==> src/rtl/idxbit_pkg.sv <==
package idxbit_pkg;

    localparam int DATA_W = 8;
    localparam int ADDR_W = 16;

    localparam logic [7:0] PFX_IX  = 8'hDD;
    localparam logic [7:0] PFX_IY  = 8'hFD;
    localparam logic [7:0] ESC_BIT = 8'hCB;
    localparam logic [2:0] NO_COPY = 3'b110;

    typedef enum logic [1:0] {
        CLS_SHIFT = 2'b00,
        CLS_TEST  = 2'b01,
        CLS_CLR   = 2'b10,
        CLS_SET   = 2'b11
    } op_class_e;

    typedef enum logic [2:0] {
        SH_ROL  = 3'd0,
        SH_ROR  = 3'd1,
        SH_RLC  = 3'd2,
        SH_RRC  = 3'd3,
        SH_SL0  = 3'd4,
        SH_SRS  = 3'd5,
        SH_SL1  = 3'd6,
        SH_SR0  = 3'd7
    } shift_kind_e;

    // Operation byte layout: class, sub-field, copy target.
    typedef struct packed {
        op_class_e  cls;
        logic [2:0] sub;
        logic [2:0] dst;
    } op_dec_t;

    typedef struct packed {
        logic [DATA_W-1:0] value;
        logic              zero;
        logic              carry;
    } alu_res_t;

    typedef enum logic [2:0] {
        ST_IDLE,
        ST_ESC,
        ST_DISP,
        ST_OPC,
        ST_AGEN,
        ST_READ,
        ST_CALC,
        ST_WB
    } seq_state_e;

    function automatic alu_res_t alu_eval(input op_dec_t op,
                                          input logic [DATA_W-1:0] b,
                                          input logic cin);
        alu_res_t r;
        r.value = b;
        r.carry = cin;
        unique case (op.cls)
            CLS_SHIFT: begin
                unique case (shift_kind_e'(op.sub))
                    SH_ROL: begin r.value = {b[DATA_W-2:0], b[DATA_W-1]}; r.carry = b[DATA_W-1]; end
                    SH_ROR: begin r.value = {b[0], b[DATA_W-1:1]};        r.carry = b[0];        end
                    SH_RLC: begin r.value = {b[DATA_W-2:0], cin};         r.carry = b[DATA_W-1]; end
                    SH_RRC: begin r.value = {cin, b[DATA_W-1:1]};         r.carry = b[0];        end
                    SH_SL0: begin r.value = {b[DATA_W-2:0], 1'b0};        r.carry = b[DATA_W-1]; end
                    SH_SRS: begin r.value = {b[DATA_W-1], b[DATA_W-1:1]}; r.carry = b[0];        end
                    SH_SL1: begin r.value = {b[DATA_W-2:0], 1'b1};        r.carry = b[DATA_W-1]; end
                    SH_SR0: begin r.value = {1'b0, b[DATA_W-1:1]};        r.carry = b[0];        end
                    default: ;
                endcase
                r.zero = (r.value == '0);
            end
            CLS_TEST: r.zero = ~b[op.sub];
            CLS_CLR: begin
                r.value[op.sub] = 1'b0;
                r.zero = (r.value == '0);
            end
            default: begin
                r.value[op.sub] = 1'b1;
                r.zero = (r.value == '0);
            end
        endcase
        return r;
    endfunction

endpackage

==> src/rtl/idxbit_ctrl.sv <==
module idxbit_ctrl
    import idxbit_pkg::*;
#(
    parameter int BYTE_W = 8
) (
    input  logic              clk,
    input  logic              rst,
    input  logic              byte_valid,
    input  logic [BYTE_W-1:0] byte_in,
    output seq_state_e        state,
    output logic              use_iy,
    output logic [BYTE_W-1:0] disp,
    output op_dec_t           op
);

    always_ff @(posedge clk) begin
        if (rst) begin
            state  <= ST_IDLE;
            use_iy <= 1'b0;
            disp   <= '0;
            op     <= '0;
        end else begin
            unique case (state)
                ST_IDLE: if (byte_valid && (byte_in == PFX_IX || byte_in == PFX_IY)) begin
                    use_iy <= (byte_in == PFX_IY);
                    state  <= ST_ESC;
                end
                ST_ESC: if (byte_valid) begin
                    state <= (byte_in == ESC_BIT) ? ST_DISP : ST_IDLE;
                end
                ST_DISP: if (byte_valid) begin
                    disp  <= byte_in;
                    state <= ST_OPC;
                end
                ST_OPC: if (byte_valid) begin
                    op    <= op_dec_t'(byte_in);
                    state <= ST_AGEN;
                end
                ST_AGEN: state <= ST_READ;
                ST_READ: state <= ST_CALC;
                ST_CALC: state <= ST_WB;
                default: state <= ST_IDLE;
            endcase
        end
    end

endmodule

==> src/rtl/idxbit_agen.sv <==
module idxbit_agen #(
    parameter int ADDR_W = 16,
    parameter int DISP_W = 8
) (
    input  logic              clk,
    input  logic              rst,
    input  logic              ea_ld,
    input  logic              use_iy,
    input  logic [ADDR_W-1:0] ix_val,
    input  logic [ADDR_W-1:0] iy_val,
    input  logic [DISP_W-1:0] disp,
    output logic [ADDR_W-1:0] ea
);

    localparam int EXT_W = ADDR_W - DISP_W;

    logic [ADDR_W-1:0] base;
    logic [ADDR_W-1:0] offs;

    always_comb begin
        base = use_iy ? iy_val : ix_val;
        offs = {{EXT_W{disp[DISP_W-1]}}, disp};
    end

    always_ff @(posedge clk) begin
        if (rst)        ea <= '0;
        else if (ea_ld) ea <= base + offs;
    end

endmodule

==> src/rtl/idxbit_alu.sv <==
module idxbit_alu
    import idxbit_pkg::*;
#(
    parameter int DW = DATA_W
) (
    input  logic          clk,
    input  logic          rst,
    input  logic          res_ld,
    input  op_dec_t       op,
    input  logic [DW-1:0] operand,
    input  logic          cin,
    output alu_res_t      res
);

    alu_res_t nxt;

    always_comb nxt = alu_eval(op, operand, cin);

    always_ff @(posedge clk) begin
        if (rst)         res <= '0;
        else if (res_ld) res <= nxt;
    end

endmodule

==> src/rtl/idxbit_seq.sv <==
module idxbit_seq
    import idxbit_pkg::*;
#(
    parameter int AW = ADDR_W,
    parameter int DW = DATA_W
) (
    input  logic          clk,
    input  logic          rst,
    input  logic          byte_valid,
    input  logic [7:0]    byte_in,
    input  logic [AW-1:0] ix_val,
    input  logic [AW-1:0] iy_val,
    input  logic          carry_in,
    output logic [AW-1:0] mem_addr,
    output logic          mem_rd,
    input  logic [DW-1:0] mem_rdata,
    output logic          mem_wr,
    output logic [DW-1:0] mem_wdata,
    output logic          reg_we,
    output logic [2:0]    reg_sel,
    output logic [DW-1:0] reg_wdata,
    output logic          flag_we,
    output logic          flag_z,
    output logic          flag_c,
    output logic          busy,
    output logic          done
);

    seq_state_e state;
    logic       use_iy;
    logic [7:0] disp;
    op_dec_t    op;
    alu_res_t   res;
    logic       is_test;
    logic       wb;

    idxbit_ctrl #(.BYTE_W(8)) u_ctrl (
        .clk       (clk),
        .rst       (rst),
        .byte_valid(byte_valid),
        .byte_in   (byte_in),
        .state     (state),
        .use_iy    (use_iy),
        .disp      (disp),
        .op        (op)
    );

    idxbit_agen #(.ADDR_W(AW), .DISP_W(8)) u_agen (
        .clk   (clk),
        .rst   (rst),
        .ea_ld (state == ST_AGEN),
        .use_iy(use_iy),
        .ix_val(ix_val),
        .iy_val(iy_val),
        .disp  (disp),
        .ea    (mem_addr)
    );

    idxbit_alu #(.DW(DW)) u_alu (
        .clk    (clk),
        .rst    (rst),
        .res_ld (state == ST_CALC),
        .op     (op),
        .operand(mem_rdata),
        .cin    (carry_in),
        .res    (res)
    );

    always_comb begin
        wb        = (state == ST_WB);
        is_test   = (op.cls == CLS_TEST);
        mem_rd    = (state == ST_READ);
        mem_wr    = wb && !is_test;
        mem_wdata = res.value;
        reg_we    = wb && !is_test && (op.dst != NO_COPY);
        reg_sel   = op.dst;
        reg_wdata = res.value;
        flag_we   = wb && (op.cls == CLS_SHIFT || is_test);
        flag_z    = res.zero;
        flag_c    = res.carry;
        busy      = (state != ST_IDLE);
        done      = wb;
    end

endmodule

==> config.mk <==
export PLATFORM = sky130hd
export DESIGN_NAME = idxbit_seq
export DESIGN_NICKNAME = d
export VERILOG_FILES = /design/src/rtl/idxbit_pkg.sv /design/src/rtl/idxbit_ctrl.sv /design/src/rtl/idxbit_agen.sv /design/src/rtl/idxbit_alu.sv /design/src/rtl/idxbit_seq.sv
export SDC_FILE = /design/constraint.sdc
export NUM_CORES = 1
export LEC_CHECK = 0
export BUFFER_PORTS_ARGS = -buffer_cell sky130_fd_sc_hd__buf_2
export CAP_MARGIN = 20
export CORE_ASPECT_RATIO = 1.5
export CORE_UTILIZATION = 30
export CTS_BUF_LIST = sky130_fd_sc_hd__clkbuf_16
export DETAILED_ROUTE_END_ITERATION = 8
export GPL_TIMING_DRIVEN = 0
export HOLD_SLACK_MARGIN = 0.1
export SYNTH_ARGS = -nofsm -noshare
export SYNTH_HDL_FRONTEND = slang
export SYNTH_HIERARCHICAL = 1
export SYNTH_SLANG_ARGS = --single-unit
==> constraint.sdc <==
create_clock -name clk -period 5.8 [get_ports clk]
set_input_delay 0.29 -clock clk [delete_from_list [all_inputs] [get_ports clk]]
set_output_delay 0.29 -clock clk [all_outputs]
set_load 0.05 [all_outputs]
### Yosys cells after proc, flatten, opt, wreduce, memory -nomap -nowiden

Cells that the tools add are included.

| storage, ports and cells | value |
|---|---|
| register bits after elaboration | 46 |
| bits of input ports | 52 |
| output and inout port bits | 43 |

| cells by class | value |
|---|---|
| add/subtract/negate cells | 1 |
| order comparisons | 2 |
| equal/unequal tests | 24 |
| muxes and demuxes | 17 |
| bitwise operators | 4 |
| reduce and logical (&&, ||, !) cells | 21 |

Operators with widths:

| operator | count |
|---|---|
| 8-bit one-hot mux with 8 select lines | 1 |
| 3-bit equality test (second input constant) | 8 |
| 8-bit equality test (second input constant) | 3 |
| 8-bit logical NOT | 3 |
| 8-bit one-hot mux with 3 select lines | 1 |
| 3-bit one-hot mux with 7 select lines | 1 |
| 16-bit adder | 1 |
| 16-bit two-way mux | 1 |
| 3-bit by 2-bit equality test with 1-bit output (second input constant) | 4 |
| 3-bit two-way mux | 4 |
| 8-bit AND | 1 |
| 8-bit two-way mux | 1 |
| 8-bit inverter | 1 |
| 8-bit OR | 1 |
| 4-bit OR reduction | 2 |
| 3-bit by 1-bit equality test with 1-bit output (second input constant) | 2 |
| 3-bit logical NOT | 2 |
| 2-bit inequality test (second input constant) | 3 |
| 2-bit AND reduction | 3 |
| 1-bit logical AND | 5 |
| 3-bit by 4-bit < comparator with 1-bit output (second input constant) | 1 |
| 4-bit AND reduction | 1 |
| 1-bit binary-select mux with 3-bit select | 1 |
| 1-bit demux with 3-bit select | 1 |
| other kinds (14) | 17 |

### Depth between registers and ports, before layout

| depth | value |
|---|---|
| word-level depth | 8 |
| gate-level depth with buffers | 12 |

### Modules after synthesis

Netlist, hierarchy kept.

By module, submodules not included:

| module | instances | cells each | area an instance (sq um) |
|---|---|---|---|
| idxbit_agen | 1 | 166 | 1467.7 |
| idxbit_alu | 1 | 135 | 1078.5 |
| idxbit_ctrl | 1 | 95 | 849.6 |
| idxbit_seq | 1 | 20 | 138.9 |

### Least setup slack after synthesis

Ideal clock, no wire load.

| timing path | value |
|---|---|
| path type | register to register |
| from | register u_ctrl.use_iy |
| to | register u_agen.ea[12] |
| library setup time | 0.134 ns |
| arrival time | 2.435 ns |
| data required time | 5.666 ns |
| slack | 3.231 ns |
| stages on the path, launching flop included | 13 |
| buffers on the path | 2 |
| clock period less this slack | 2.569 ns |
| path through | dfxtp_1 -> buf_2 -> buf_2 -> mux2_2 -> ha_1 -> inv_1 -> fa_1 -> and2b_1 -> o211ai_2 -> a21oi_2 -> o31ai_2 -> xor2_1 -> a211oi_2 |

| between the ends | value |
|---|---|
| longest elaborated chain between the ends | 2 |

Ends and longest elaborated chain:

| what | line | RTL |
|---|---|---|
| start: declaration | idxbit_ctrl.sv:11 | `output logic use_iy,` |
| start signal: assignment | idxbit_ctrl.sv:25 | `use_iy <= (byte_in == PFX_IY);` |
| 16-bit two-way mux | idxbit_agen.sv:21 | `base = use_iy ? iy_val : ix_val;` |
| 16-bit adder | idxbit_agen.sv:27 | `else if (ea_ld) ea <= base + offs;` |
| end signal: assignment | idxbit_agen.sv:27 |  |
| end: declaration | idxbit_agen.sv:12 | `output logic [ADDR_W-1:0] ea` |

No other way between the ends.
A chain may end at the register's enable or synchronous reset.

### Worst setup path after layout

Ends and elaborated chain as after synthesis.

==> impl_metrics.csv <==
group,metric,value,unit
outcome,status,"finished clean",
sta,post-route-period-util,0.521,
clock_network,cts_tree,"built",
routing,dr_total_vias,3360,
setup_path,cp_max_fo,10,
routing,drt_iter0_drc,116,
synth,ys_top_cells_by_count,"nor2_1, dfxtp_1, nand2_1, mux2_2, a21oi_1",
setup_path,crit_family,"compound AO/OA/AOI/OAI gates",
setup_path,crit_path_start,"u_ctrl/use_iy$_SDFFE_PP0P_",
sta,relSlewSlack,0.480,
global_routing,antenna_found_initial,0,
layout,fillers,1173,
setup_path,critPathCaptureType,"flip-flop",
routing,drc,0,
synth,yosysTopAreaCellShare,0.261,
placement,place_congestion,0.889,
synth,synth_top_flop_cell,"dfxtp_1",
clock_network,path_clk_slew,0.07,ns
routing,wl_met2,5260,µm
clock_network,cts-root-buf,"clkbuf_16",
setup_path,critical_path_class,"reg2reg",
layout,diodes,0,
synth,avgSynthCellArea,8.50,µm²
setup_path,cp.required,5.96,ns
setup_path,crit_arrival,3.18,ns
setup_path,cp_num_buf_inv,3,
pwr,p_leak,1.85,nW
synth,yosysMostFrequentCell,"nor2_1",
placement,dp_hpwl,7880,µm
clock_network,clkSinkCount,46,
layout,syn_to_final_growth,22.7,%
worst_hold_path,min_path_type,"in2reg",
layout,seqCellArea,921,µm²
clock_network,post_cts_buffers,0,
layout,final_core_util,0.378,
die,pin_count,95,
global_routing,grt_max_degree,18,
routing,wl_met1,3930,µm
sta,min_period,3.02,ns
synth,yosys_warnings,6,
clock_network,htree_levels,2,
setup_path,rrSetupSlack,2.78,ns
sta,max_freq,0.331,GHz
synth,synth_edf_count,0,
sta,worst_pin_slew,0.770,ns
global_routing,grt_pass1_wl,16300,µm
setup_path,critPathLaunchType,"flip-flop",
layout,multi_input_area,2340,µm²
setup_path,r2r_cells,12,
clock_network,cts_made_buffers,5,
layout,nNetsFinal,583,
sta,finalMaxSlewViolations,0,
sta,finalSetupViolCount,0,
routing,dr_wl_met3,608,µm
global_routing,grt_overflow,0,
synth,postSynthCellCount,416,
die,core-area,11500,µm²
routing,wire_per_inst,15.0,µm
die,die_w,90.6,µm
routing,routed_wl,10000,µm
global_routing,first_global_vias,3300,
clock_network,cts_hold_buf,0,
setup_path,timing.rr.start,"u_ctrl/use_iy$_SDFFE_PP0P_",
synth,yosys_register_bits,46,
routing,viasPerCell,5.05,
clock_network,post_cts_resized,0,
layout,drive_above_1_share,0.337,
pwr,pwr_density_cell,160,nW/µm²
sta,hold_viol_final,0,
synth,syn_nets,484,
synth,synthesis.area,3530,µm²
worst_hold_path,worstHoldStart,"byte_in[0]",
synth,yosys-top-cells-area,"dfxtp_1, mux2_2, mux2i_1",
routing,firstDrtPassIters,4,
global_routing,grt_usage,0.167,
placement,numPortBuffers,92,
die,die_h,135,µm
sta,rsz0062_at_grt,"no",
sta,tns,0,ns
die,rows,48,
clock_network,clock_path_buffers,2,
routing,final_antenna_net_count,0,
setup_path,cp_num_cells,12,
synth,async_flop_share,0,
job,max_cap_viol_count,0,
die,start_util,0.308,
setup_path,path_common_cell,"buf_2",
die,die-area,12200,µm²
routing,top_layer,"met4",
sta,skew,0.00741,ns
synth,yosysSeqAreaShare,0.261,
setup_path,critical-path-max-stage-delay,0.38,ns
setup_path,critical_path.slowest_cell,"mux2_2",
synth,synth_top_area_cell,"dfxtp_1",
clock_network,insertion_delay,0.29,ns
pwr,ir_drop,0.131,mV
synth,post_synth_num_cell_types,70,
setup_path,crit_end,"u_agen/ea[12]$_SDFFE_PP0P_",
setup_path,path_cells,"buf_2 > buf_2 > mux2_2 > ha_1 > inv_1 > fa_1 > and2b_1 > o211ai_2 > a21oi_2 > o31ai_2 > xor2_1 > a211oi_2",
setup_path,rr_endpoint,"u_agen/ea[12]$_SDFFE_PP0P_",
kinds of logic after synthesis:
logic type | count (synthesis) | synth area share
DFF | 46 | 0.261
adders and majority gates | 16 | 0.0588
xor gates and xnor gates | 14 | 0.0347
muxes | 50 | 0.151
buffers and inverters | 52 | 0.0775
and+or+nand+nor | 145 | 0.216
AOI/OAI and AO/OA | 93 | 0.202
worst register-to-register path, stage by stage (launching register included):
cell      delay (ns)
dfxtp_1         0.33
buf_2           0.21
buf_2           0.31
mux2_2          0.38
ha_1            0.19
inv_1           0.07
fa_1            0.20
and2b_1         0.22
o211ai_2        0.21
a21oi_2         0.14
o31ai_2         0.28
xor2_1          0.25
a211oi_2        0.10
where the power goes:
part	switching (mW)	internal (mW)
Combinational	0.0412	0.0333
Clock	0.138	0.165
Sequential	0.0000348	0.316
Total	0.179	0.514
final cells by class:
cell class | instances | area share
timing repair buffer | 92 | 0.106
sequential | 46 | 0.212
inverter | 17 | 0.0147
buffer | 35 | 0.0485
clock inverter | 3 | 0.00664
clock buffer | 5 | 0.0289
multi-input combinational | 318 | 0.540
tap | 150 | 0.0433
placed cells by master (no fill, tap or decap), drive strengths merged, types with 4 or more instances in the layout:
master	netlist	routed
ha	15	15
o211ai	4	4
xnor2	10	10
a31oi	5	5
buf	26	118
o22ai	4	4
a221oi	4	4
o21ai	10	10
nor3	8	8
mux2i	23	23
a221o	5	5
a211oi	9	9
nand3	8	8
clkbuf	9	14
inv	16	18
nand2	37	37
nand3b	5	5
dfxtp	46	46
nor2	47	47
nand2b	4	4
a21oi	30	30
xor2	4	4
nor3b	6	6
nor2b	6	6
mux2	27	27
state kept, by name, summed over array words and instances, names as in the netlist:
name           flops
u_agen/ea         16
u_alu/res         10
u_ctrl/disp        8
u_ctrl/op          8
u_ctrl/state       3
u_ctrl/use_iy      1
how the worst min path moves through the flow:
| stage | to | slack, ns | depth (start not counted) |
|---|---|---|---|
| 3_3_place_gp | u_agen/ea[10]$_SDFFE_PP0P_ | 0.43 | 2 |
| 2_1_floorplan | u_agen/ea[1]$_SDFFE_PP0P_ | 0.37 | 1 |
| 6_report | u_ctrl/op[0]$_SDFFE_PP0P_ | 0.26 | 3 |
| 4_1_cts | u_ctrl/op[0]$_SDFFE_PP0P_ | 0.25 | 3 |
| 5_1_grt | u_ctrl/op[0]$_SDFFE_PP0P_ | 0.26 | 3 |
| 3_5_place_dp | u_agen/ea[15]$_SDFFE_PP0P_ | 0.44 | 2 |
through the flow:
stage          instance area, µm²  hold slack (ns)  worst slack, ns  total power, mW  cells
2_1_floorplan                3530            0.368             3.23            0.363    416
3_3_place_gp                 4180            0.434             2.88            0.396    658
3_5_place_dp                 4180            0.444             2.80            0.397    658
4_1_cts                      4340            0.250             2.77            0.705    666
5_1_grt                      4340            0.257             2.63            0.723    666
6_report                     4340            0.260             2.78            0.693    666
layer usage:
metal	vias to the layer above	global-route usage
met5	-	0
met4	0	0.0708
met3	13	0.0428
met2	108	0.314
met1	1540	0.172
li1	1699	-
No activity file was read; power rests on OpenSTA's default activity.
